[src/rtl/ami_pkg.sv]
package ami_pkg;

    typedef enum logic {
        ST_IDLE = 1'b0,
        ST_HUNT = 1'b1
    } arm_state_t;

    typedef enum logic {
        POL_NEG = 1'b0,
        POL_POS = 1'b1
    } mark_pol_t;

    function automatic mark_pol_t flip_pol(input mark_pol_t p);
        return (p == POL_POS) ? POL_NEG : POL_POS;
    endfunction

endpackage

[src/rtl/ami_rise_detect.sv]
module ami_rise_detect (
    input  logic clk,
    input  logic rst_n,
    input  logic level_i,
    output logic rise_o
);
    logic level_q;

    always_ff @(posedge clk or negedge rst_n) begin
        if (!rst_n) begin
            level_q <= 1'b0;
        end else begin
            level_q <= level_i;
        end
    end

    always_comb begin
        rise_o = level_i & ~level_q;
    end
endmodule

[src/rtl/ami_arm_fsm.sv]
module ami_arm_fsm
    import ami_pkg::*;
#(
    parameter int RUN_LEN = 3
) (
    input  logic clk,
    input  logic rst_n,
    input  logic rise_i,
    input  logic bit_en_i,
    input  logic data_i,
    output logic fire_o
);
    localparam int CW = $clog2(RUN_LEN + 1);
    localparam logic [CW-1:0] LAST_CNT = CW'(RUN_LEN - 1);

    arm_state_t    state_q, state_d;
    logic [CW-1:0] cnt_q, cnt_d;
    logic          fire;

    // state register
    always_ff @(posedge clk or negedge rst_n) begin
        if (!rst_n) begin
            state_q <= ST_IDLE;
            cnt_q   <= '0;
        end else begin
            state_q <= state_d;
            cnt_q   <= cnt_d;
        end
    end

    // firing condition: armed, enabled one bit, run complete
    always_comb begin
        fire = (state_q == ST_HUNT) && bit_en_i && data_i && (cnt_q == LAST_CNT);
    end

    // next state and run count
    always_comb begin
        state_d = state_q;
        cnt_d   = cnt_q;
        unique case (state_q)
            ST_IDLE: begin
                cnt_d = '0;
                if (rise_i) begin
                    state_d = ST_HUNT;
                end
            end
            ST_HUNT: begin
                if (fire) begin
                    cnt_d   = '0;
                    state_d = rise_i ? ST_HUNT : ST_IDLE;
                end else if (bit_en_i) begin
                    cnt_d = data_i ? cnt_q + 1'b1 : '0;
                end
            end
            default: begin
                state_d = ST_IDLE;
                cnt_d   = '0;
            end
        endcase
    end

    // outputs
    always_comb begin
        fire_o = fire;
    end
endmodule

[src/rtl/ami_mark_gen.sv]
module ami_mark_gen
    import ami_pkg::*;
(
    input  logic clk,
    input  logic rst_n,
    input  logic bit_en_i,
    input  logic data_i,
    input  logic fire_i,
    output logic pos_o,
    output logic neg_o,
    output logic flag_o
);
    mark_pol_t last_q;
    mark_pol_t mark_pol;

    always_comb begin
        mark_pol = fire_i ? last_q : flip_pol(last_q);
    end

    always_ff @(posedge clk or negedge rst_n) begin
        if (!rst_n) begin
            last_q <= POL_NEG;
            pos_o  <= 1'b0;
            neg_o  <= 1'b0;
            flag_o <= 1'b0;
        end else if (bit_en_i && data_i) begin
            last_q <= mark_pol;
            pos_o  <= (mark_pol == POL_POS);
            neg_o  <= (mark_pol == POL_NEG);
            flag_o <= fire_i;
        end else begin
            pos_o  <= 1'b0;
            neg_o  <= 1'b0;
            flag_o <= 1'b0;
        end
    end
endmodule

[src/rtl/ami_bpv_encoder.sv]
module ami_bpv_encoder #(
    parameter int RUN_LEN = 3
) (
    input  logic clk,
    input  logic rst_n,
    input  logic bit_en,
    input  logic data_in,
    input  logic inject_req,
    output logic pos_out,
    output logic neg_out,
    output logic bpv_flag
);
    logic req_rise;
    logic fire;

    ami_rise_detect u_rise (
        .clk     (clk),
        .rst_n   (rst_n),
        .level_i (inject_req),
        .rise_o  (req_rise)
    );

    ami_arm_fsm #(.RUN_LEN(RUN_LEN)) u_fsm (
        .clk      (clk),
        .rst_n    (rst_n),
        .rise_i   (req_rise),
        .bit_en_i (bit_en),
        .data_i   (data_in),
        .fire_o   (fire)
    );

    ami_mark_gen u_marks (
        .clk      (clk),
        .rst_n    (rst_n),
        .bit_en_i (bit_en),
        .data_i   (data_in),
        .fire_i   (fire),
        .pos_o    (pos_out),
        .neg_o    (neg_out),
        .flag_o   (bpv_flag)
    );
endmodule

[config.mk]
export PLATFORM = sky130hd
export DESIGN_NAME = ami_bpv_encoder
export DESIGN_NICKNAME = d
export VERILOG_FILES = /design/src/rtl/ami_pkg.sv /design/src/rtl/ami_rise_detect.sv /design/src/rtl/ami_arm_fsm.sv /design/src/rtl/ami_mark_gen.sv /design/src/rtl/ami_bpv_encoder.sv
export SDC_FILE = /design/constraint.sdc
export NUM_CORES = 1
export LEC_CHECK = 0
export ABC_AREA = 1
export CORE_AREA = 10 10 47 49
export CTS_CLUSTER_DIAMETER = 80
export DETAILED_ROUTE_END_ITERATION = 10
export DIE_AREA = 0 0 57 59
export SETUP_SLACK_MARGIN = 0.4
export SLEW_MARGIN = 20
export SYNTH_ARGS = -nofsm -noshare
export SYNTH_HDL_FRONTEND = slang
export SYNTH_HIERARCHICAL = 1
export SYNTH_SLANG_ARGS = --single-unit
[constraint.sdc]
create_clock -name clk -period 1.5 [get_ports clk]
set_clock_uncertainty 0.1 [all_clocks]
set_input_delay 0.3 -clock clk [delete_from_list [all_inputs] [get_ports clk]]
set_output_delay 0.3 -clock clk [all_outputs]
set_load 0.005 [all_outputs]
# [After elaboration in Yosys (flattened, before gate mapping)]
# Cells that the tools add are included.
[op_classes] n_div=0 multipliers=0 eq_ne=2 reduce_logical=4 n_shift=0 mux=12 order_cmp=0 n_addsub=1 n_bitwise=4
[ops] op="two-way mux 1 bit" n=7
[ops] op="two-way mux 2 bit" n=3
[ops] op="logical AND 1 bit" n=4
[ops] op="case mux 2 bit (2 select lines)" n=1
[ops] op="inequality test 3 x 2 -> 1 bit, second input constant" n=1
[ops] op="inverter 1 bit" n=3
[ops] op="adder 2 x 1 -> 2 bit, second input constant" n=1
[ops] op="== test 2 bit, second input constant" n=1
[ops] op="case mux 1 bit (2 select lines)" n=1
[ops] op="AND 1 bit" n=1
[word_totals] regBits=8 latchBits=0 n_memories=0 input_bits=5 ram_bits=0 out_inout_bits=3 rom_bits=0

# [Longest topological paths before layout]
[logic_depth] word_depth=6 depth_mapped=8

# [By module]
# The synthesis kept the hierarchy.
[by_module_without_submodules] mod="ami_arm_fsm" cells_each=20 n_inst=1 seq_area_each_um2=75.1 area_each_um2=158.9
[by_module_without_submodules] mod="ami_mark_gen" cells_each=16 n_inst=1 seq_area_each_um2=100.1 area_each_um2=152.6
[by_module_without_submodules] mod="ami_rise_detect" cells_each=3 n_inst=1 seq_area_each_um2=25.0 area_each_um2=35.0

# [Worst setup path before layout]
# Ideal clock, no wire load.
[synth_timing] path_kind="reg2reg" start="register u_fsm.cnt_q[0]" end="register u_marks.last_q" arrival_time_ns=0.996 path_stages_with_launch=9 setup_time_ns=0.065 setup_slack_ns=0.339 path_cell_list="dfrtp_1 inv_1 ha_1 nand2_1 nor2_2 inv_1 nand2_1 nand3_2 nand2_1"
[synth_between] elab_chain_cells=3
[synth_lines] item="start: declaration" line="ami_arm_fsm.sv:17" rtl="logic [CW-1:0] cnt_q, cnt_d;"
[synth_lines] item="start signal: assignment" line="ami_arm_fsm.sv:27" rtl="cnt_q <= cnt_d;"
[synth_lines] item="== test 2 bit" line="ami_arm_fsm.sv:33" rtl="fire = (state_q == ST_HUNT) && bit_en_i && data_i && (cnt_q == LAST_CNT);"
[synth_lines] item="logical AND 1 bit" line="ami_arm_fsm.sv:33"
[synth_lines] item="net fire" line="ami_bpv_encoder.sv:14" rtl="logic fire;"
[synth_lines] item="two-way mux 1 bit" line="ami_mark_gen.sv:17" rtl="mark_pol = fire_i ? last_q : flip_pol(last_q);"
[synth_lines] item="end signal: assignment" line="ami_mark_gen.sv:27" rtl="last_q <= mark_pol;"
[synth_lines] item="end: declaration" line="ami_mark_gen.sv:13" rtl="mark_pol_t last_q;"
# The timed path passes the listed nets, and every way through them passes these cells.
# A chain may end at the register's enable or synchronous reset.

# [Final worst setup path]
[layout_timing] start="register u_fsm.cnt_q[0]" end="register u_marks.pos_o"
[layout_between] elab_chain_cells=4
[layout_lines] item="== test 2 bit" line="ami_arm_fsm.sv:33"
[layout_lines] item="logical AND 1 bit" line="ami_arm_fsm.sv:33"
[layout_lines] item="net fire" line="ami_bpv_encoder.sv:14"
[layout_lines] item="two-way mux 1 bit" line="ami_mark_gen.sv:17"
[layout_lines] item="two-way mux 1 bit" line="ami_mark_gen.sv:26" rtl="end else if (bit_en_i && data_i) begin"
[layout_lines] item="end signal: assignment" line="ami_mark_gen.sv:28" rtl="pos_o <= (mark_pol == POL_POS);"
[layout_lines] item="end: declaration" line="ami_mark_gen.sv:9" rtl="output logic pos_o,"
# The timed path passes the listed nets, and every way through them passes these cells.

==> impl_results.md <==
* Status: finished, final reports clean
* Worst Setup SP: u_fsm/cnt_q[0]
* Global route hottest layer: met2
* Mapped Cells at 39
* Fillers at 163
* M1 GR Usage at 0.0508
* Max-cap viol count at 0
* Max Clk Rate at 828 MHz
* Root Driver: clkbuf_4
* Area Growth Syn to Fin at 52.0%
* Largest net degree at the start of global routing at 9
* Global-route wire length before repair at 1300 um
* Share of cells above drive strength 1 at 0.418
* Worst Path Class, Setup: reg2reg
* Synthesis warning total at 6
* Netlist Area Pre-Place at 347 um^2
* Measured slew at the worst slew-check pin at 0.361 ns
* Vias at 289
* Syn_area_per_cell at 8.89 um^2
* Worst VDD drop at 0.428 mV
* Sink Count at 8
* GPL Wtd Cong at 0.675
* Max-slew headroom at 0.759
* Setup crit end kind: flop
* Ports at 8
* RSZ-0062 raised after global routing: yes
* Htree depth at 1
* Initial DRC Count at 1
* Vias in the first global route at 325
* Area of the multi-input gates at 151 um^2
* DRC at 0
* Slew Limit Fails at 0
* Site Rows at 14
* Critical R2R Launch: u_fsm/cnt_q[0]
* PortBufs at 7
* Starting Density at 0.247
* Crit path required time at 1.54 ns
* Overall power at 0.000602 W
* Clk_lat worst skew at 0.25 ns
* Reg2Reg Depth at 7
* Core ar. at 0.00140 mm^2
* First-pass DRT Iterations at 2
* Chip width at 57 um
* Die area at 0.00336 mm^2
* Gr usage total at 0.0500
* DR vias/cell at 4.07
* Hold Crit Class: in2async
* Reg2reg setup slack at 0.29 ns
* Setup TNS Final at 0 ns
* Nets at 63
* Antenna-violating nets left at 0
* Sequential Area at 200 um^2
* Die Y at 59 um
* Crit Reg-Reg Endpoint: u_marks/pos_o
* Fin crit period at 1.21 ns
* Distinct cells, synth at 10
* M3 GR Usage at 0.0279
* ANT cells at 0
* Yosys reg bits at 8
* Most common cell after layout, fill and taps aside: dfrtp_1
* Clock buffer count from CTS at 3
* Endpoints failing hold at 0
* Startpoint types: flop
* Sequential area share after synthesis at 0.578
* Critical Path Fanout Max at 3
* Power Density at 1140 mW/mm^2
* Initial antenna violation count at 0
* DRT Wirelength at 706 um
* Commonest non-fill, non-tap cells in the layout: dfrtp_1 (8), nand2_1 (7), inv_1 (6), buf_4 (5)
* Final period util at 0.805
* Clk slew on worst S/H paths at 0.05 ns
* Hold_buf cts at 0
* CTS max path bufs at 2
* TritonCTS clock tree: yes
* CP endpoint: u_marks/pos_o
* Leak Pwr at 0.291 nW
* Syn nets at 45
* Critical path arrival at 1.24 ns
* GRT Residual Overflow at 0
* Routed WL per cell at 9.94 um
* Final setup viols at 0
* Placed wire-length estimate at 510 um
* GR Layer Usage met2 at 0.0744
[metal layers]
layer	vias up	wire, um
li1	151	-
met1	132	330
met2	6	338
met3	0	36
met4	0	0
met5	-	0
[what timing repair did]
action | 4_1_cts | 5_1_grt
pin swaps | 3 | 5
gates cloned | 0 | 0
setup buffers | 2 | 1
endpoints found under the setup margin | 9 | 10
gates resized for setup | 22 | 2
hold endpoints to repair | 0 | 0
[area by class of cell]
type / instances / share of cell area
Tap cell: 16 / 0.0380
Inverter: 8 / 0.0570
Sequential cell: 8 / 0.380
Clock buffer: 3 / 0.0428
Multi-Input combinational cell: 23 / 0.287
Timing Repair Buffer: 13 / 0.195
[critical path: stages, from the launching register on]
cell and delay (ns):
dfrtp_1 0.39, inv_2 0.07, ha_4 0.13, nand2_4 0.05
nor2_4 0.14, nand2_2 0.08, nand3_2 0.08, inv_1 0.05
[cell usage after synthesis, drive strengths merged]
| cell | instances | share of area |
|---|---|---|
| a21oi | 1 | 0.014 |
| dfrtp | 8 | 0.58 |
| ha | 1 | 0.036 |
| inv | 8 | 0.087 |
| nand2 | 11 | 0.12 |
| nand3 | 1 | 0.029 |
| nand4 | 2 | 0.036 |
| nor2 | 6 | 0.079 |
| o21bai | 1 | 0.022 |
[logic make-up after synthesis]
kind of cell,count (synthesis),share of synthesized area
flip-flops,8,0.578
buffers and inverters,8,0.0866
AO/OA/AOI/OAI,2,0.0361
adder cells (fa/ha/maj),1,0.0361
AND/OR/NAND/NOR,20,0.264
[how the worst min path moves through the flow]
stage                           endpoint      startpoint  cells after the start
after global routing      u_marks/last_q           rst_n                      1
after floorplan           u_fsm/cnt_q[0]           rst_n                      0
after global placement    u_fsm/cnt_q[1]  u_fsm/cnt_q[1]                      2
after detailed placement  u_fsm/cnt_q[1]  u_fsm/cnt_q[1]                      2
final                     u_rise/level_q           rst_n                      1
after CTS                 u_rise/level_q           rst_n                      1
[metrics by stage]
step	instance area, um^2	setup slack, ns	cells	hold slack [ns]	utilization
after global routing	527	0.218	71	0.243	0.376
after CTS	514	0.315	70	0.236	0.367
after detailed placement	462	0.0323	65	0.385	0.329
final	527	0.293	71	0.228	0.376
after floorplan	349	0.345	39	-0.0956	-
after global placement	462	0.0229	65	0.376	0.329
[power breakdown]
| group | internal, W | total, W | switching, W | leakage, nW |
|---|---|---|---|---|
| Clock | 0.0000912 | 0.000159 | 0.0000679 | 0.0138 |
| Sequential | 0.000249 | 0.000273 | 0.0000243 | 0.100 |
| Combinational | 0.0000906 | 0.000170 | 0.0000794 | 0.177 |
| Total | 0.000430 | 0.000602 | 0.000172 | 0.291 |
[sequential cells by signal, summed over array words and instances (netlist names)]
signal,cells
u_marks/neg_o,1
u_rise/level_q,1
u_fsm/state_q,1
u_fsm/cnt_q,2
u_marks/last_q,1
u_marks/flag_o,1
u_marks/pos_o,1
Note: power is estimated with default switching activity, not from simulation.
